$ cat src/rtl/slice_arb_pkg.sv
package slice_arb_pkg;
  typedef enum logic [1:0] {
    ST_RELAY  = 2'd0,
    ST_STOP   = 2'd1,
    ST_STOP2  = 2'd2,
    ST_CHANGE = 2'd3
  } arb_state_e;
endpackage

$ cat src/rtl/slice_arb_timer.sv
// Slice length counter: holds remaining grant cycles, last when one is left.
module slice_arb_timer #(
  parameter int CNT_W = 8
) (
  input  logic             clk,
  input  logic             rst_n,
  input  logic             load,
  input  logic [CNT_W-1:0] load_val,
  input  logic             tick,
  output logic             last
);
  logic [CNT_W-1:0] cnt_q;

  assign last = (cnt_q == CNT_W'(1));

  always_ff @(posedge clk) begin
    if (!rst_n) begin
      cnt_q <= CNT_W'(1);
    end else if (load) begin
      cnt_q <= (load_val == '0) ? CNT_W'(1) : load_val;
    end else if (tick && !last) begin
      cnt_q <= cnt_q - CNT_W'(1);
    end
  end
endmodule

$ cat src/rtl/slice_arb_scan.sv
// Round-robin scan pointer: one port examined per cycle.
module slice_arb_scan #(
  parameter int NUM_PORTS = 4,
  parameter int IDX_W     = 2
) (
  input  logic                 clk,
  input  logic                 rst_n,
  input  logic                 start,
  input  logic [IDX_W-1:0]     base_idx,
  input  logic                 step,
  input  logic [NUM_PORTS-1:0] want,
  output logic [IDX_W-1:0]     scan_idx,
  output logic                 hit
);
  localparam logic [IDX_W-1:0] LAST_IDX = IDX_W'(NUM_PORTS - 1);

  logic [IDX_W-1:0] scan_q;

  function automatic logic [IDX_W-1:0] wrap_next(input logic [IDX_W-1:0] x);
    return (x == LAST_IDX) ? '0 : x + IDX_W'(1);
  endfunction

  always_ff @(posedge clk) begin
    if (!rst_n) begin
      scan_q <= '0;
    end else if (start) begin
      scan_q <= wrap_next(base_idx);
    end else if (step) begin
      scan_q <= wrap_next(scan_q);
    end
  end

  assign scan_idx = scan_q;
  assign hit      = want[scan_q];
endmodule

$ cat src/rtl/slice_arb_relay.sv
// One transmit channel: AND-OR selection of the chosen port onto the bus.
module slice_arb_relay #(
  parameter int NUM_PORTS = 4,
  parameter int IDX_W     = 2,
  parameter int W         = 16
) (
  input  logic [IDX_W-1:0]       sel,
  input  logic                   en,
  input  logic [NUM_PORTS-1:0]   in_valid,
  input  logic [NUM_PORTS*W-1:0] in_data,
  output logic                   out_valid,
  output logic [W-1:0]           out_data
);
  logic [NUM_PORTS-1:0]   pick;
  logic [NUM_PORTS-1:0]   masked_v;
  logic [NUM_PORTS*W-1:0] masked_d;

  for (genvar i = 0; i < NUM_PORTS; i++) begin : g_lane
    assign pick[i]              = en && (sel == IDX_W'(i));
    assign masked_v[i]          = pick[i] & in_valid[i];
    assign masked_d[i*W +: W]   = pick[i] ? in_data[i*W +: W] : '0;
  end

  always_comb begin
    out_data = '0;
    for (int i = 0; i < NUM_PORTS; i++) begin
      out_data = out_data | masked_d[i*W +: W];
    end
  end

  assign out_valid = |masked_v;
endmodule

$ cat src/rtl/slice_arb.sv
module slice_arb #(
  parameter int NUM_PORTS = 4,
  parameter int CNT_W     = 8,
  parameter int W0        = 16,
  parameter int W1        = 24,
  parameter int RXW       = 32
) (
  input  logic                     clk,
  input  logic                     rst_n,
  input  logic [NUM_PORTS-1:0]     req_want,
  input  logic [NUM_PORTS*CNT_W-1:0] req_cycles,
  output logic [NUM_PORTS-1:0]     req_grant,
  input  logic [NUM_PORTS-1:0]     req_c0_valid,
  input  logic [NUM_PORTS*W0-1:0]  req_c0_data,
  input  logic [NUM_PORTS-1:0]     req_c1_valid,
  input  logic [NUM_PORTS*W1-1:0]  req_c1_data,
  output logic [NUM_PORTS-1:0]     req_c0_full,
  output logic [NUM_PORTS-1:0]     req_c1_full,
  output logic [NUM_PORTS-1:0]     req_rx_valid,
  output logic [NUM_PORTS*RXW-1:0] req_rx_data,
  output logic                     bus_c0_valid,
  output logic [W0-1:0]            bus_c0_data,
  output logic                     bus_c1_valid,
  output logic [W1-1:0]            bus_c1_data,
  input  logic                     bus_c0_full,
  input  logic                     bus_c1_full,
  input  logic                     bus_rx_valid,
  input  logic [RXW-1:0]           bus_rx_data
);
  import slice_arb_pkg::*;

  localparam int IDX_W = (NUM_PORTS > 1) ? $clog2(NUM_PORTS) : 1;

  arb_state_e       state_q, state_d;
  logic [IDX_W-1:0] cur_q;
  logic [IDX_W-1:0] scan_idx;
  logic             scan_hit;
  logic             slice_last;
  logic [CNT_W-1:0] found_cycles;
  logic             found;
  logic             relay_en;

  assign found    = (state_q == ST_CHANGE) && scan_hit;
  assign relay_en = (state_q != ST_CHANGE);

  always_comb begin
    found_cycles = '0;
    for (int i = 0; i < NUM_PORTS; i++) begin
      if (scan_idx == IDX_W'(i)) found_cycles = req_cycles[i*CNT_W +: CNT_W];
    end
  end

  slice_arb_timer #(.CNT_W(CNT_W)) u_timer (
    .clk      (clk),
    .rst_n    (rst_n),
    .load     (found),
    .load_val (found_cycles),
    .tick     (state_q == ST_RELAY),
    .last     (slice_last)
  );

  slice_arb_scan #(.NUM_PORTS(NUM_PORTS), .IDX_W(IDX_W)) u_scan (
    .clk      (clk),
    .rst_n    (rst_n),
    .start    (state_q == ST_STOP2),
    .base_idx (cur_q),
    .step     ((state_q == ST_CHANGE) && !scan_hit),
    .want     (req_want),
    .scan_idx (scan_idx),
    .hit      (scan_hit)
  );

  always_comb begin
    state_d = state_q;
    unique case (state_q)
      ST_RELAY:  if (slice_last) state_d = ST_STOP;
      ST_STOP:   state_d = ST_STOP2;
      ST_STOP2:  state_d = ST_CHANGE;
      ST_CHANGE: if (scan_hit) state_d = ST_RELAY;
      default:   state_d = ST_CHANGE;
    endcase
  end

  always_ff @(posedge clk) begin
    if (!rst_n) begin
      state_q <= ST_RELAY;
      cur_q   <= '0;
    end else begin
      state_q <= state_d;
      if (found) cur_q <= scan_idx;
    end
  end

  for (genvar i = 0; i < NUM_PORTS; i++) begin : g_port
    assign req_grant[i]               = (state_q == ST_RELAY) && (cur_q == IDX_W'(i));
    assign req_c0_full[i]             = bus_c0_full;
    assign req_c1_full[i]             = bus_c1_full;
    assign req_rx_valid[i]            = bus_rx_valid;
    assign req_rx_data[i*RXW +: RXW]  = bus_rx_data;
  end

  slice_arb_relay #(.NUM_PORTS(NUM_PORTS), .IDX_W(IDX_W), .W(W0)) u_relay_c0 (
    .sel       (cur_q),
    .en        (relay_en),
    .in_valid  (req_c0_valid),
    .in_data   (req_c0_data),
    .out_valid (bus_c0_valid),
    .out_data  (bus_c0_data)
  );

  slice_arb_relay #(.NUM_PORTS(NUM_PORTS), .IDX_W(IDX_W), .W(W1)) u_relay_c1 (
    .sel       (cur_q),
    .en        (relay_en),
    .in_valid  (req_c1_valid),
    .in_data   (req_c1_data),
    .out_valid (bus_c1_valid),
    .out_data  (bus_c1_data)
  );
endmodule

$ cat config.mk
export PLATFORM = sky130hd
export DESIGN_NAME = slice_arb
export DESIGN_NICKNAME = d
export VERILOG_FILES = /design/src/rtl/slice_arb_pkg.sv /design/src/rtl/slice_arb_timer.sv /design/src/rtl/slice_arb_scan.sv /design/src/rtl/slice_arb_relay.sv /design/src/rtl/slice_arb.sv
export SDC_FILE = /design/constraint.sdc
export NUM_CORES = 1
export LEC_CHECK = 0
export ABC_AREA = 1
export BUFFER_PORTS_ARGS = -buffer_cell sky130_fd_sc_hd__buf_2
export CAP_MARGIN = 20
export CORE_AREA = 2 2 165 167
export CTS_BUF_LIST = sky130_fd_sc_hd__clkbuf_8
export CTS_CLUSTER_SIZE = 28
export DETAILED_ROUTE_END_ITERATION = 6
export DIE_AREA = 0 0 167 169
export GPL_TIMING_DRIVEN = 0
export PLACE_DENSITY = 0.49
export SYNTH_ARGS = -nofsm -noshare
export SYNTH_HDL_FRONTEND = slang
export SYNTH_HIERARCHICAL = 1
export SYNTH_SLANG_ARGS = --single-unit
$ cat constraint.sdc
create_clock -name clk -period 1.6 [get_ports clk]
set_input_delay 0.24 -clock clk [delete_from_list [all_inputs] [get_ports clk]]
set_output_delay 0.24 -clock clk [all_outputs]
set_load 0.03 [all_outputs]
* Yosys cells after proc, flatten, opt, wreduce, memory -nomap -nowiden
Cells that the tools add are included.
** Operators by class
- Order comparisons :: 1
- Reductions and logical operators :: 22
- Bitwise logic cells :: 14
- Eq/ne operators :: 13
- Multiplexer cells :: 24
- Add/sub/neg operators :: 3
** Operator list (number)
- two-way mux 24 bit :: 4
- bitwise OR 24 bit :: 3
- two-way mux 16 bit :: 4
- two-way mux 8 bit :: 7
- bitwise OR 16 bit :: 3
- == test 2 bit (second input constant) :: 6
- two-way mux 2 bit :: 6
- logical AND 1 bit :: 11
- bitwise AND 1 bit :: 8
- == test 8 x 1 -> 1 bit (second input constant) :: 1
- logical NOT 8 bit :: 1
- case mux 2 bit (4 select lines) :: 1
- OR reduction 4 bit :: 2
- subtractor 8 x 1 -> 8 bit (second input constant) :: 1
- == test 2 x 1 -> 1 bit (second input constant) :: 3
- logical NOT 2 bit :: 3
- != test 2 bit (second input constant) :: 3
- adder 2 x 1 -> 2 bit (second input constant) :: 2
- nonzero test 2 bit :: 2
- < comparator 2 x 3 -> 1 bit (second input constant) :: 1
- binary-select mux 1 bit (select 2 bit) :: 1
- logical NOT 1 bit :: 2
- AND reduction 2 bit :: 1
- two-way mux 1 bit :: 1
** Word-level totals
- Logic and storage cells :: 81
- Bits of input ports :: 241
- Output and inout port bits :: 186
- Register bits after elaboration :: 14

* Depth between registers and ports, before layout
- Depth after elaboration :: 8
- Gate-level depth with buffers :: 12

* Hierarchy
Netlist, hierarchy kept.
** By module, submodules not included
- slice_arb :: area an instance 1552.7 µm², instances 1, cells each 224
- slice_arb_relay (u_relay_c1) :: area an instance 1311.3 µm², instances 1, cells each 272
- slice_arb_relay (u_relay_c0) :: area an instance 840.8 µm², instances 1, cells each 185
- slice_arb_timer :: area an instance 623.1 µm², instances 1, cells each 109
- slice_arb_scan :: area an instance 163.9 µm², instances 1, cells each 27

* Worst setup path after synthesis
OpenSTA, ideal clock, no wires.
- Path type :: register to output
- From :: reg cur_q[1]
- To :: out req_grant[2]
- Slack :: -264 ps
- Required time :: 1360 ps
- Buffers on the path :: 0
- Arrival time :: 1624 ps
- Stages on the path, launching flop included :: 3
- Path through :: dfxtp_1 -> inv_1 -> nor3_1
** Between the ends
- Cells in the longest elaborated chain, start to end :: 2
** RTL lines
- start: declaration :: RTL line slice_arb.sv:35 : logic [IDX_W-1:0] cur_q;
- start signal: assignment :: RTL line slice_arb.sv:90 : if (found) cur_q <= scan_idx;
- == test 2 bit :: RTL line slice_arb.sv:95 : assign req_grant[i] = (state_q == ST_RELAY) && (cur_q == IDX_W'(i));
- logical AND 1 bit :: RTL line slice_arb.sv:95
- end: declaration :: RTL line slice_arb.sv:12 : output logic [NUM_PORTS-1:0] req_grant,
No other way between the ends.

* Final worst setup path
- From :: reg state_q[1]
- To :: out bus_c1_data[12]
** Between the ends
- Cells in the longest elaborated chain, start to end :: 6
- Elaborated cells between the ends (all ways) :: 12
- Classes of those cells :: 1 x eq/ne; 4 x mux; 3 x bitwise; 4 x reduce/logical
** RTL lines
- start: declaration :: RTL line slice_arb.sv:34 : arb_state_e state_q, state_d;
- start signal: assignment :: RTL line slice_arb.sv:89 : state_q <= state_d;
- != test 2 bit (*) :: RTL line slice_arb.sv:44 : assign relay_en = (state_q != ST_CHANGE);
- via relay_en :: RTL line slice_arb.sv:41 : logic relay_en;
- logical AND 1 bit :: RTL line slice_arb_relay.sv:19 : assign pick[i] = en && (sel == IDX_W'(i));
- two-way mux 24 bit :: RTL line slice_arb_relay.sv:21 : assign masked_d[i*W +: W] = pick[i] ? in_data[i*W +: W] : '0;
- bitwise OR 24 bit (2 in series) :: RTL line slice_arb_relay.sv:27 : out_data = out_data | masked_d[i*W +: W];
- bitwise OR 24 bit (*) :: RTL line slice_arb_relay.sv:27
- end: declaration :: RTL line slice_arb.sv:24 : output logic [W1-1:0] bus_c1_data,
Mark *: on every way through the listed nets, which the timed path passes. The rest lies on a longest branch.

==> impl_metrics.py <==
metrics = {
    "timing": {
        "final.period_utilization": 1.19,
        "max_slew.worst_pin.slew_ns": 0.312,
        "maxSlewViolCount": 0,
        "finalCriticalPeriod_ns": 1.91,
        "rsz0062_at_grt": "true",
        "hold_viol_final": 0,
        "relSlewSlack": 0.790,
        "fmax_mhz": 524,
        "clock_skew_ns": 0.00549,
        "finalSetupTns_ns": -10.71,
        "holdWs_ns": 0.271,
        "finalSetupViolCount": 42,
        "fin_ws_ns": -0.310,
    },
    "setup_path": {
        "reg2reg_from": "u_scan/scan_idx[0]",
        "crit_type": "reg2out",
        "reg2reg_slack_ns": 0.17,
        "cp-end-kind": "output pin",
        "arrival_ns": 1.67,
        "crit_fanout": 10,
        "worstPathRequired_ns": 1.36,
        "r2r_cells": 9,
        "critPathLaunchType": "flop",
        "critPathLaunch": "state_q[1]",
        "endpoint": "bus_c1_data[12]",
        "r2r_end": "u_timer/cnt_q[0]",
    },
    "finish": {
        "drive_above_1_share": 0.572,
        "final_util": 0.292,
        "area_delta_synth_final_pct": 72.2,
        "layout.nets": 1486,
        "final_cells": 1578,
        "diodes": 0,
    },
    "cts": {
        "cts_buffer_depth": 2,
        "htree_levels": 1,
        "clock_sinks": 14,
        "cts_root_buf": "clkbuf_8",
        "hold_buffers": 0,
        "worstSkewPairLatency_ns": 0.26,
        "cts_buffers": 3,
        "tritoncts": "yes",
        "clk_pin_slew_ns": 0.07,
    },
    "flow_run": {
        "cap_violations": 0,
    },
    "min_path": {
        "hold_class": "in2reg",
        "min_from": "rst_n",
    },
    "floorplan": {
        "rows": 60,
        "die_area_um2": 28200,
        "ios": 427,
        "core-area_um2": 26500,
        "start_util": 0.169,
        "die_w_um": 167,
        "fp.dieH_um": 169,
    },
    "placement": {
        "place_congestion": 0.846,
        "portBuffers": 391,
        "place_inst": 1549,
        "dp_slack_ns": -0.509,
        "hpwl_um": 16600,
    },
    "detailed_routing": {
        "vias": 6085,
        "ant_nets": 0,
        "drt-total-wl_um": 19500,
        "wl_met3_um": 1120,
        "avgViaCountPerCell": 3.86,
        "wl_met2_um": 9850,
        "drt_iter0_drc": 287,
        "dr.pass1.iters": 5,
        "post_drt_wl_per_cell_um": 12.4,
        "drc": 0,
        "highest_layer": "met4",
        "wl_met1_um": 8320,
    },
    "yosys": {
        "syn-num-nets": 1065,
        "avgSynthCellArea_um2": 5.50,
        "ys_ff_latch": 14,
        "ys_seq_area_frac": 0.0624,
        "synth_area_um2": 4490,
        "ys_types": 27,
        "yosysWarnings": 6,
        "netlist_instances": 817,
    },
    "status": {
        "violations": "negative setup slack",
        "status": "finished, violations left",
    },
    "global_routing": {
        "grtUsageTotal": 0.124,
        "antenna_found_initial": 0,
        "grt_max_degree": 13,
        "grt_pass1_vias": 5413,
        "grt_pass1_wl_um": 28600,
        "grt-ovfl-total": 0,
    },
    "power_and_ir_drop": {
        "peakVddDrop_uv": 397,
        "power.leakage_nw": 4.62,
        "power.density_nw_per_um2": 929,
    },
}
[power by group]
part / total (mW) / leakage [nW] / switching (mW) / internal (mW)
clock network: 0.371 / 0.0288 / 0.152 / 0.219
registers: 0.680 / 0.118 / 0.175 / 0.504
logic: 6.14 / 4.48 / 3.66 / 2.47
[cell families after synthesis]
family,count (synthesis),synth area share
fa+ha+maj,7,0.0195
compound gates,20,0.0234
xor+xnor,1,0.00195
flops,14,0.0624
simple gates,441,0.464
buf+inv,334,0.429
[cells in the mapped netlist]
master	count	area share
nor2_1	147	0.12
buf_4	143	0.24
inv_1	130	0.11
nand2_1	128	0.11
nand3_1	67	0.075
nand4_1	52	0.072
clkinv_1	27	0.023
nand2_2	23	0.032
buf_6	14	0.035
dfxtp_1	14	0.062
buf_2	12	0.013
a21oi_1	9	0.010
ha_1	7	0.019
nand3_2	7	0.016
o21ai_0	7	0.0078
inv_2	5	0.0042
nand3_4	4	0.016
nor2_4	4	0.010
nor3_1	4	0.0045
nor2_2	3	0.0042
nand2_4	2	0.0050
o211ai_1	2	0.0033
o21ai_1	2	0.0022
buf_8	1	0.0033
clkbuf_1	1	0.00083
clkinv_4	1	0.0020
xnor2_1	1	0.0020
[stage by stage]
step,power (mW),cell area (µm²)
6_report,7.19,7740
5_1_grt,7.85,7740
4_1_cts,7.14,7570
3_5_place_dp,6.06,6920
3_3_place_gp,6.05,6920
2_1_floorplan,4.65,4530
[layout by cell type, fill, tap and decap left out, drive strengths merged, types with 9 or more instances in the layout]
cell and instances:
a21oi 9, buf 587, clkinv 27, dfxtp 14
inv 136, nand2 153, nand3 78, nand4 52
nor2 154, o21ai 9
[cell type report]
cell class,instances,area (µm²)
inverters,163,632
clock buffers,4,55.1
plain buffers,171,1420
well taps,341,427
flip-flops and latches,14,298
repair buffers,416,2410
fillers,2997,18800
multi-input cells,469,2500
[sequential cells by signal (all words and copies together) (netlist names)]
name	flops
cur_q	2
state_q	2
u_scan/scan_idx	2
u_timer/cnt_q	8
[how the worst min path moves through the flow]
| stage | to | slack (ns) | depth (start not counted) |
|---|---|---|---|
| after detailed placement | u_timer/cnt_q[1] | 0.47 | 2 |
| final | u_timer/cnt_q[0] | 0.27 | 2 |
| after global placement | u_timer/cnt_q[1] | 0.47 | 2 |
| after global routing | u_timer/cnt_q[0] | 0.28 | 2 |
| after CTS | u_timer/cnt_q[0] | 0.28 | 2 |
| after floorplan | u_timer/cnt_q[0] | 0.32 | 1 |
[repair_timing]
action / CTS / global route
endpoints found under the setup margin: 54 / 54
resized for setup: 146 / 46
buffers inserted: 18 / 3
pin swaps: 12 / 9
cloned: 3 / 1
[critical path, cell delays in order (launching register included)]
cell and delay (ns):
dfxtp_4 0.35, ha_4 0.17, inv_8 0.07, buf_12 0.13
nand3_4 0.10, buf_8 0.17, nor2_2 0.12, nor2_1 0.07
nand2_2 0.06, buf_4 0.15
[layer usage]
metal | vias to the layer above | GRT usage
met2 | 212 | 0.224
met1 | 2682 | 0.160
met3 | 12 | 0.0124
met5 | - | 0
met4 | 0 | 0.0236
li1 | 3179 | -
No activity file was read; power rests on OpenSTA's default activity.
